==> config.mk <==
export PLATFORM = sky130hd
export DESIGN_NAME = line_clamp_gen
export DESIGN_NICKNAME = d
export VERILOG_FILES = /design/src/rtl/clampgen_pkg.sv /design/src/rtl/hs_edge_det.sv /design/src/rtl/clamp_window_timer.sv /design/src/rtl/line_clamp_gen.sv
export SDC_FILE = /design/constraint.sdc
export NUM_CORES = 1
export LEC_CHECK = 0
export BUFFER_PORTS_ARGS = -buffer_cell sky130_fd_sc_hd__buf_2
export CAP_MARGIN = 20
export CORE_MARGIN = 3
export CORE_UTILIZATION = 58
export CTS_CLUSTER_SIZE = 10
export DETAILED_ROUTE_END_ITERATION = 12
export GPL_ROUTABILITY_DRIVEN = 0
export MAX_ROUTING_LAYER = met4
export PLACE_DENSITY = 0.91
export SLEW_MARGIN = 20
export SYNTH_ARGS = -nofsm -noshare
export SYNTH_HDL_FRONTEND = slang
export SYNTH_HIERARCHICAL = 1
export SYNTH_SLANG_ARGS = --single-unit
==> constraint.sdc <==
create_clock -name clk -period 3 [get_ports clk]
set_input_delay 0 -clock clk [delete_from_list [all_inputs] [get_ports clk]]
set_output_delay 0 -clock clk [all_outputs]
set_load 0.01 [all_outputs]
==> src/rtl/clampgen_pkg.sv <==
package clampgen_pkg;
  localparam int CODE_W = 8;

  typedef enum logic [1:0] {
    CW_IDLE = 2'd0,
    CW_WAIT = 2'd1,
    CW_HOLD = 2'd2
  } cw_state_e;

  function automatic logic level_active(input logic lvl, input logic act_high);
    return lvl == act_high;
  endfunction

  function automatic logic [CODE_W-1:0] clamp_code(input logic midscale);
    return midscale ? CODE_W'(8'h80) : '0;
  endfunction

  function automatic logic [7:0] count_from(input logic [7:0] span);
    return span - 8'd1;
  endfunction
endpackage

==> src/rtl/hs_edge_det.sv <==
module hs_edge_det
  import clampgen_pkg::*;
#(
  parameter int SYNC_STAGES = 2
) (
  input  logic clk,
  input  logic rst_n,
  input  logic hs_raw_i,
  input  logic hs_pol_i,
  output logic trail_o,
  output logic lead_o
);
  logic [SYNC_STAGES-1:0] sync_q;
  logic                   hist_q;
  logic [SYNC_STAGES:0]   fill_q;
  logic                   primed;
  logic                   now_act;
  logic                   was_act;

  for (genvar s = 0; s < SYNC_STAGES; s++) begin : g_sync
    always_ff @(posedge clk or negedge rst_n) begin
      if (!rst_n) sync_q[s] <= 1'b0;
      else if (s == 0) sync_q[s] <= hs_raw_i;
      else sync_q[s] <= sync_q[(s == 0) ? 0 : s-1];
    end
  end

  always_ff @(posedge clk or negedge rst_n) begin
    if (!rst_n) begin
      hist_q <= 1'b0;
      fill_q <= '0;
    end else begin
      hist_q <= sync_q[SYNC_STAGES-1];
      fill_q <= {fill_q[SYNC_STAGES-1:0], 1'b1};
    end
  end

  assign primed  = fill_q[SYNC_STAGES];
  assign now_act = level_active(sync_q[SYNC_STAGES-1], hs_pol_i);
  assign was_act = level_active(hist_q, hs_pol_i);
  assign trail_o = primed && was_act && !now_act;
  assign lead_o  = primed && !was_act && now_act;


  trail_spacing_chk: assert property (@(posedge clk) disable iff (!rst_n)
    trail_o |=> !trail_o);
endmodule

==> src/rtl/clamp_window_timer.sv <==
module clamp_window_timer
  import clampgen_pkg::*;
#(
  parameter int         CNT_W   = 8,
  parameter logic [7:0] DUR_DEF = 8'h14
) (
  input  logic             clk,
  input  logic             rst_n,
  input  logic             start_i,
  input  logic [CNT_W-1:0] place_i,
  input  logic [CNT_W-1:0] dur_i,
  output logic             hold_o
);
  cw_state_e        st_q;
  logic [CNT_W-1:0] cnt_q;
  logic [CNT_W-1:0] dur_q;
  logic             wait_done;
  logic             hold_done;

  assign wait_done = (st_q == CW_WAIT) && (cnt_q == '0);
  assign hold_done = (st_q == CW_HOLD) && (cnt_q == '0);
  assign hold_o    = (st_q == CW_HOLD);

  always_ff @(posedge clk or negedge rst_n) begin
    if (!rst_n) begin
      st_q  <= CW_IDLE;
      cnt_q <= '0;
      dur_q <= CNT_W'(DUR_DEF);
    end else if (start_i) begin
      dur_q <= dur_i;
      if (place_i != '0) begin
        st_q  <= CW_WAIT;
        cnt_q <= CNT_W'(count_from(8'(place_i)));
      end else if (dur_i != '0) begin
        st_q  <= CW_HOLD;
        cnt_q <= CNT_W'(count_from(8'(dur_i)));
      end else begin
        st_q  <= CW_IDLE;
        cnt_q <= '0;
      end
    end else begin
      case (st_q)
        CW_WAIT: begin
          if (wait_done) begin
            if (dur_q != '0) begin
              st_q  <= CW_HOLD;
              cnt_q <= CNT_W'(count_from(8'(dur_q)));
            end else begin
              st_q <= CW_IDLE;
            end
          end else begin
            cnt_q <= cnt_q - 1'b1;
          end
        end
        CW_HOLD: begin
          if (hold_done) st_q <= CW_IDLE;
          else cnt_q <= cnt_q - 1'b1;
        end
        default: st_q <= CW_IDLE;
      endcase
    end
  end


  dur_zero_no_hold_chk: assert property (@(posedge clk) disable iff (!rst_n)
    (st_q == CW_HOLD) |-> (dur_q != '0));

  hold_len_chk: assert property (@(posedge clk) disable iff (!rst_n)
    (st_q == CW_HOLD) |-> (cnt_q < dur_q));

  hold_keep_chk: assert property (@(posedge clk) disable iff (!rst_n)
    (st_q == CW_HOLD && cnt_q != '0 && !start_i) |=> (st_q == CW_HOLD));

  restart_chk: assert property (@(posedge clk) disable iff (!rst_n)
    (start_i && place_i != '0) |=> (st_q == CW_WAIT && cnt_q == $past(place_i) - 1'b1));

  wait_to_hold_chk: assert property (@(posedge clk) disable iff (!rst_n)
    (wait_done && dur_q != '0 && !start_i) |=> (st_q == CW_HOLD));
endmodule

==> src/rtl/line_clamp_gen.sv <==
module line_clamp_gen
  import clampgen_pkg::*;
#(
  parameter int         CNT_W       = 8,
  parameter int         SYNC_STAGES = 2,
  parameter logic [7:0] DUR_DEF     = 8'h14
) (
  input  logic              clk,
  input  logic              rst_n,
  input  logic              hs_in,
  input  logic              ext_clamp_in,
  input  logic              cfg_hs_pol,
  input  logic              cfg_ext_mode,
  input  logic              cfg_ext_pol,
  input  logic [CNT_W-1:0]  cfg_place,
  input  logic [CNT_W-1:0]  cfg_dur,
  input  logic              cfg_red_mid,
  input  logic              cfg_blu_mid,
  output logic              clamp_o,
  output logic [CODE_W-1:0] red_target_o,
  output logic [CODE_W-1:0] grn_target_o,
  output logic [CODE_W-1:0] blu_target_o
);
  logic trail_ev;
  logic lead_ev;
  logic win_hold;
  logic ext_req;
  logic red_mid_q;
  logic blu_mid_q;

  hs_edge_det #(.SYNC_STAGES(SYNC_STAGES)) u_edge (
    .clk      (clk),
    .rst_n    (rst_n),
    .hs_raw_i (hs_in),
    .hs_pol_i (cfg_hs_pol),
    .trail_o  (trail_ev),
    .lead_o   (lead_ev)
  );

  clamp_window_timer #(.CNT_W(CNT_W), .DUR_DEF(DUR_DEF)) u_timer (
    .clk     (clk),
    .rst_n   (rst_n),
    .start_i (trail_ev),
    .place_i (cfg_place),
    .dur_i   (cfg_dur),
    .hold_o  (win_hold)
  );

  always_ff @(posedge clk or negedge rst_n) begin
    if (!rst_n) begin
      red_mid_q <= 1'b0;
      blu_mid_q <= 1'b0;
    end else if (trail_ev) begin
      red_mid_q <= cfg_red_mid;
      blu_mid_q <= cfg_blu_mid;
    end
  end

  assign ext_req      = level_active(ext_clamp_in, cfg_ext_pol);
  assign clamp_o      = cfg_ext_mode ? ext_req : win_hold;
  assign red_target_o = clamp_code(red_mid_q);
  assign blu_target_o = clamp_code(blu_mid_q);
  assign grn_target_o = clamp_code(1'b0);


  target_hold_chk: assert property (@(posedge clk) disable iff (!rst_n)
    !trail_ev |=> ($stable(red_target_o) && $stable(blu_target_o)));

  edge_excl_chk: assert property (@(posedge clk) disable iff (!rst_n)
    lead_ev |=> !trail_ev);

  ext_steady_chk: assert property (@(posedge clk) disable iff (!rst_n)
    (cfg_ext_mode && $past(cfg_ext_mode) && $stable(ext_clamp_in) && $stable(cfg_ext_pol))
      |-> $stable(clamp_o));
endmodule

-- Word level (Yosys, flattened, before mapping)
Cells that the tools add are included.
- add/subtract/negate cells: 4
- eq/ne operators: 9
- muxes and demuxes: 17
- reductions and logical operators: 12
- operator list (operator ; number):
    $mux 8 ; 8
    $sub 8x1->8 const B ; 4
    $reduce_bool 8->1 ; 3
    $pmux 8 s2 ; 1
    $mux 2 ; 6
    $logic_not 8->1 ; 1
    $ne 3x2->1 const B ; 2
    $logic_and 1x1->1 ; 4
    $ne 4x4->1 const B ; 1
    $pmux 2 s2 ; 1
    $eq 1x1->1 ; 3
    $ne 3x3->1 const B ; 1
    $reduce_and 3->1 ; 1
    $reduce_bool 3->1 ; 1
    $eq 2x1->1 const B ; 1
    $eq 2x2->1 const B ; 1
    $reduce_and 2->1 ; 1
    $logic_not 1->1 ; 1
    $mux 1 ; 1
- register bits: 26
- bits of input ports: 25
- output and inout bits: 25
- logic and storage cells: 51

-- Depth between registers and ports, before layout
Gate-level depths: netlist of the first run.
- depth in word-level cells: 5
- gate-level depth with buffers: 9
- mapped depth without buffers: 7

-- By module
The synthesis of the first run kept the hierarchy.
- modules (own cells, without submodules) (module ; instances ; cells an instance ; area an instance (µm²) ; sequential area each (µm²)):
    clamp_window_timer ; 1 ; 178 ; 1527.7 ; 452.9
    line_clamp_gen ; 1 ; 31 ; 280.3 ; 50.0
    hs_edge_det ; 1 ; 13 ; 190.2 ; 150.1

-- Least setup slack after synthesis of the first run
No wires, ideal clock.
- path type: register to register
- start point: reg u_timer.dur_q[0]
- end point: reg u_timer.cnt_q[3]
- library setup time: 0.129 ns
- arrival time: 1.942 ns
- required time: 2.871 ns
- slack: 0.928 ns
- stages on the path, launching flop included: 10
- path buffers: 2
- period minus slack after synthesis: 2.072 ns
- cell sequence: dfrtp_1 > inv_1 > ha_1 > or3b_1 > clkbuf_1 > o31a_1 > or3_1 > buf_2 > nor2_1 > a31oi_1
- word-level cells in the longest chain between the ends: 5
- elaborated cells between the ends (all ways): 8
- classes of those cells: add/sub (1); eq/ne (1); mux (4); reduce/logical (2)
- RTL lines (element ; RTL line ; RTL):
    start, declared ; clamp_window_timer.sv:16 ; logic [CNT_W-1:0] dur_q;
    start signal, assigned ; clamp_window_timer.sv:28 ; dur_q <= CNT_W'(DUR_DEF);
    start signal, assigned ; clamp_window_timer.sv:30 ; dur_q <= dur_i;
    $sub 8x1->8 ; clampgen_pkg.sv:19 ; return span - 8'd1;
    $mux 8 ; clamp_window_timer.sv:45 ; if (dur_q != '0) begin
    $mux 8 ; clamp_window_timer.sv:44 ; if (wait_done) begin
    $pmux 8 s2 ; clamp_window_timer.sv:42 ; case (st_q)
    $mux 8 ; clamp_window_timer.sv:29 ; end else if (start_i) begin
    end signal, assigned ; clamp_window_timer.sv:33 ; cnt_q <= CNT_W'(count_from(8'(place_i)));
    end signal, assigned ; clamp_window_timer.sv:36 ; cnt_q <= CNT_W'(count_from(8'(dur_i)));
    end signal, assigned ; clamp_window_timer.sv:47 ; cnt_q <= CNT_W'(count_from(8'(dur_q)));
    end, declared ; clamp_window_timer.sv:15 ; logic [CNT_W-1:0] cnt_q;
Several ways; a longest one is shown, not always the timed one. The select of a mux whose other input is x is not followed.
A chain may end at the register's enable or synchronous reset.

-- Worst setup path in the final report of the first run
- start point: reg u_timer.dur_q[0]
- end point: reg u_timer.cnt_q[6]
Same word-level chain as after synthesis.

==> summary.txt, run 1 <==
Floorplanning
  • Initial core utilization: 0.632
  • Core area: between 3000 and 4000 um^2
  • Cell row count: 20
  • Die Y: between 60 and 70 um
  • Die area: ~4200 um^2
  • Die width: ~65 um
  • Io pins: 50

Critical path
  • Crit path cell chain: inv_1 > ha_1 > or3b_1 > o31a_1 > or3_1 > nor2_1 > a21oi_1
  • R2R Path Start: u_timer/dur_q[0]$_DFFE_PN0P_
  • Kind of critical path: flop to flop
  • WP data arrival: 2.48 ns
  • CP peak stage delay: around 0.45 ns
  • Worst EP required: between 3 and 4 ns
  • Crit end category: flop
  • Maximum fanout along the worst path: 7
  • Crit path launch: u_timer/dur_q[0]$_DFFE_PN0P_
  • CP max-delay cell: or3b_1
  • Crit start category: flop

Timing
  • Hold Fails Final Rpt: 0
  • Clock skew: just over 0.004 ns
  • Setup TNS: 0 ns
  • Worst Tran Pin Value: 0.805 ns
  • Final setup fails: 0
  • Clock period minus worst slack: 2.25 ns
  • Fin. max-slew vios: 0
  • Fin worst setup slack: between 0.7 and 0.8 ns
  • Final Cycle Share: 0.751
  • Rel. slew slack: 0.458
  • RSZ-0062 raised after global routing: no
  • Fmax: around 440 MHz

Global route
  • Total gr overflow: 0
  • First-pass GRT wire length: between 8000 and 9000 um
  • Largest net degree at the start of global routing: 27
  • Vias in the first global route: around 1600
  • Total GRT Usage: 0.259
  • Initial antenna violation count: 0

Worst hold path
  • Hold path start: cfg_place[7]
  • Hold Path Class: input port to flop

Clock network
  • Htree depth: 1
  • Postcts setup bufs: 0
  • CTS tree: built
  • CTS buffer count: 3
  • CTS root buffer: clkbuf_4
  • CTS clock-pin slew for the worst setup and hold paths: 0.15 ns
  • Clk sinks: 26
  • Clock tree buffer depth: 2
  • Worst-Skew Late Latency: around 0.33 ns

Power and ir drop
  • P_sw: 0.000558 W
  • Sw Share: 0.394
  • Clock Power Share: 0.173
  • Total chip power: 0.00142 W
  • Leakage: roughly 0.98 nW
  • Gate power share: 0.416
  • Max VDD drop: ~340 uV
  • Pwr dens: 628 nW/um^2
  • Pint: 0.000860 W
  • Flop pwr share: 0.411

Job
  • Max Cap Viol: 0

Finish
  • Final Non-Filler Cells: 302
  • Synth-to-Final Area Change: 13.4%
  • Antenna cells: 0
  • Post-route cell area: ~2300 um^2
  • Most frequent cells in the layout: 27 x buf_2, 24 x dfrtp_1, 23 x conb_1
  • Commonest non-fill, non-tap cell in the layout: buf_2
  • Fin nets: 289
  • Fraction of layout cells with a size suffix above 1: 0.202

Run status
  • Status: complete, no violations

Route
  • DR iter-0 viols: approximately 130
  • Vias per cell: 5.98
  • DRC: 0
  • Routed vias: approximately 1800
  • Routed Wire Length: 5050 um
  • Drt pass-1 iters: 5
  • Post-detailed-route count of antenna-violating nets: 0
  • Wire per inst: between 15 and 20 um

Synthesis
  • Mapped Cells: about 220
  • Yosys Warn Count: 6
  • Netlist Area Pre-Place: between 1500 and 2000 um^2
  • Syn Area/Cell: roughly 9.0 um^2

Placement
  • Inst Count DP: 286
  • Dpl cell area: roughly 2100 um^2
  • Placement Setup Slack: 0.835 ns
  • PortBufs: 27
  • Hpwl dp: 3460 um
## metal layers
layer  track usage  wire (um)  share of wire  up-vias
met2         0.425       2480           0.49      122
li1              -          -              -      826
met3        0.0572        423          0.084       23
met4         0.111        208          0.041        0
met1         0.307       1940           0.38      835
met5             -          0              0        -
## registers in the layout, summed over array words and instances (netlist names)
signal         cells
u_timer/st_q       2
u_timer/cnt_q      8
u_timer/dur_q      8
u_edge/sync_q      2
u_edge/hist_q      1
blu_mid_q          1
red_mid_q          1
u_edge/fill_q      3
## path summary, 6_finish.rpt
path,end,slack [ns],depth (start not counted)
setup / recovery,u_timer/cnt_q[6]$_DFFE_PN0P_,0.75,7
min in group asynchronous,u_edge/hist_q$_DFF_PN0_,0.19,2
hold reg to reg,u_edge/fill_q[1]$_DFF_PN0_,0.37,0
max in group asynchronous,u_timer/dur_q[0]$_DFFE_PN0P_,2.43,2
hold / removal,u_timer/cnt_q[7]$_DFFE_PN0P_,0.08,4
setup reg to reg,u_timer/cnt_q[6]$_DFFE_PN0P_,0.75,7
## power groups by stage
stage	Combinational, W	Sequential, W	Clock, W
after floorplan	0.000458	0.000550	0
after global placement	0.000536	0.000579	0
after detailed placement	0.000553	0.000584	0
after CTS	0.000575	0.000577	0.000249
after global routing	0.000648	0.000598	0.000259
final	0.000590	0.000582	0.000246
## cell type report
class,count,area [um^2]
multi-input cells,173,1170
fillers,233,895
flip-flops and latches,26,653
repair buffers,42,278
well taps,44,55.1
inverters,13,48.8
clock inverters,1,30.0
clock buffers,3,22.5
## critical path: cells and delay by family (launching register included)
kind	cells	cell delay [ns]
adder cells (fa/ha/maj)	1	0.18
AO/OA/AOI/OAI	2	0.40
flip-flops	1	0.44
AND/OR/NAND/NOR	3	1.05
buffers and inverters	1	0.09
## repair_timing
item,CTS,global route
hold buffers,12,0
hold endpoints to repair,35,0
gates resized for setup,0,0
## stage by stage
step                hold WS (ns)   util
finish                    0.0796  0.716
global route               0.103  0.716
detailed placement        0.0301  0.662
floorplan                 -0.296      -
CTS                       0.0637  0.716
global placement          0.0271  0.662
(Power assumes the default switching activity.)
==> run 2: changes to the inputs <==
Settings changed: ABC_AREA set to 1, CORE_UTILIZATION 58 to 50, PLACE_DENSITY 0.91 to 0.82.
Clock period 3 ns to 1.8 ns, I/O delays scaled along.
==> summary.txt, run 2 <==
Route
  • Routed vias: 2199 (+22%)
  • Wire per inst: 11.3 um (-32%)
  • Drt pass-1 iters: 5 (unchanged)
  • DRC: 0 (unchanged)
  • Post-detailed-route count of antenna-violating nets: 0 (unchanged)
  • DR iter-0 viols: 159 (+25%)
  • Vias per cell: 4.99 (-17%)
  • Routed Wire Length: 4990 um (-1.3%)

Timing
  • Final setup fails: 0 (unchanged)
  • Fin. max-slew vios: 0 (unchanged)
  • Worst Tran Pin Value: 0.566 ns (-0.239 ns)
  • Fmax: 580 MHz (+31%)
  • Clock skew: 0.00556 ns (+0.00146 ns)
  • Final Cycle Share: 0.957 (+0.207)
  • Hold Fails Final Rpt: 0 (unchanged)
  • Fin worst setup slack: 0.0769 ns (-0.671 ns)
  • Rel. slew slack: 0.623 (+0.164)
  • Clock period minus worst slack: 1.72 ns (-0.529 ns)

Finish
  • Antenna cells: 0 (unchanged)
  • Fin nets: 422 (+46%)
  • Most frequent cells in the layout: 121 x nand2_1, 44 x inv_1, 37 x nor2_1
  • Top Registers: u_timer/cnt_q: 8 flops, u_timer/dur_q: 8 flops, u_edge/fill_q: 3 flops
  • Final Non-Filler Cells: 441 (+46%)
  • Commonest non-fill, non-tap cell in the layout: nand2_1
  • Fraction of layout cells with a size suffix above 1: 0.148 (-0.0532)
  • Synth-to-Final Area Change: 13.3% (about the same)

Clock network
  • CTS buffer count: 3 (unchanged)
  • Clk sinks: 26 (unchanged)
  • Clock tree buffer depth: 2 (unchanged)
  • CTS root buffer: clkbuf_8
  • CTS tree: built
  • CTS clock-pin slew for the worst setup and hold paths: 0.09 ns (-0.06 ns)
  • Htree depth: 1 (unchanged)
  • Postcts setup bufs: 0 (unchanged)
  • Worst-Skew Late Latency: 0.28 ns (-0.05 ns)

Critical path
  • Worst Setup EP: u_timer/cnt_q[0]$_DFFE_PN0P_
  • Maximum fanout along the worst path: 8 (+1)
  • Reg2reg path depth: 10 (+3)
  • Crit path launch: u_timer/cnt_q[0]$_DFFE_PN0P_
  • Crit end category: flop
  • WP data arrival: 1.94 ns (-0.54 ns)
  • Worst r2r dst: u_timer/cnt_q[0]$_DFFE_PN0P_
  • Worst R2R Setup Slack: 0.08 ns (-0.67 ns)
  • Crit start category: flop
  • Kind of critical path: flop to flop
  • R2R Path Start: u_timer/cnt_q[0]$_DFFE_PN0P_
  • Worst EP required: 2.02 ns (-1.21 ns)

Power and ir drop
  • Leakage: 1.40 nW (+43%)
  • Pwr dens: 1070 nW/um^2 (+70%)
  • Max VDD drop: 377 uV (+10%)

Global route
  • Largest net degree at the start of global routing: 27 (unchanged)
  • First-pass GRT wire length: 8450 um (+5.5%)
  • Total GRT Usage: 0.205 (-0.0542)
  • Total gr overflow: 0 (unchanged)
  • Initial antenna violation count: 0 (unchanged)
  • Vias in the first global route: 1991 (+21%)

Placement
  • Placement Setup Slack: 0.183 ns (-0.652 ns)
  • Inst Count DP: 424 (+48%)
  • PortBufs: 27 (unchanged)
  • Hpwl dp: 3660 um (+5.9%)

Synthesis
  • Yosys Warn Count: 6 (unchanged)
  • Mapped Cells: 352 (+59%)
  • Syn Area/Cell: 6.31 um^2 (-30%)
  • Netlist Area Pre-Place: 2220 um^2 (+12%)

Worst hold path
  • Hold Path Class: input port to flop

Floorplanning
  • Io pins: 50 (unchanged)
  • Die Y: 72.7 um (+12%)
  • Cell row count: 23 (+15%)
  • Initial core utilization: 0.536 (-0.0955)
  • Core area: 4140 um^2 (+31%)
  • Die area: 5280 um^2 (+27%)
  • Die width: 72.7 um (+12%)

Job
  • Max Cap Viol: 0 (unchanged)

Run status
  • Status: complete, no violations
-- run 2: metrics by stage --
step	setup TNS [ns]	hold WS (ns)	cell area [um^2]	total power, W	utilization
finish	0	0.123	2520	0.00269	0.607
global route	-0.0377	0.175	2520	0.00295	0.607
CTS	0	0.126	2510	0.00266	0.605
detailed placement	0	0.0356	2310	0.00214	0.559
global placement	0	0.0359	2310	0.00212	0.559
floorplan	0	-0.296	2300	0.00190	-
-- run 2: worst min-delay path by stage --
stage            startpoint                            to  slack (ns)  cells after the start
6_report       cfg_place[7]  u_timer/cnt_q[7]$_DFFE_PN0P_        0.12                      5
3_3_place_gp          rst_n  u_timer/cnt_q[2]$_DFFE_PN0P_        0.04                      1
4_1_cts        cfg_place[7]  u_timer/cnt_q[7]$_DFFE_PN0P_        0.13                      5
5_1_grt        cfg_place[7]  u_timer/cnt_q[7]$_DFFE_PN0P_        0.17                      5
3_5_place_dp          rst_n  u_timer/cnt_q[2]$_DFFE_PN0P_        0.04                      1
2_1_floorplan         rst_n         blu_mid_q$_DFFE_PN0P_       -0.30                      0
-- run 2: cell type report --
cell class                 instances  area, um^2
clock buffer                       3        41.3
clock inverter                     1        30.0
fill                             395        1630
inverter                          50         190
multi-input combinational        271        1280
sequential                        26         653
tap                               50        62.6
timing repair buffer              40         263
-- run 2: per-layer routing --
metal,up-vias,global-route usage,part of all wire
met4,0,0.0574,0.023
met3,15,0.0124,0.076
li1,1113,-,-
met2,97,0.354,0.48
met5,-,-,0
met1,974,0.259,0.42
-- run 2: report_power, final --
part / switching [W] / total (W) / internal (W)
clock network: 0.000189 / 0.000487 / 0.000298
registers: 0.000159 / 0.000909 / 0.000750
logic: 0.000843 / 0.00129 / 0.000446
-- run 2: what timing repair did --
action / in CTS / in global routing
setup endpoints to repair: 0 / 6
endpoints found under the hold margin: 35 / 0
hold buffers: 12 / 0
resized for setup: 0 / 1
-- run 2: worst max-delay path, stage by stage (launching register included) --
cell and delay [ns]:
dfrtp_1 0.43, inv_1 0.15, ha_1 0.20, nand2_2 0.10, nor2_4 0.17, nor2_2 0.05
nor2_2 0.21, nor2_4 0.09, inv_4 0.11, nand2_1 0.07, nand2_1 0.08
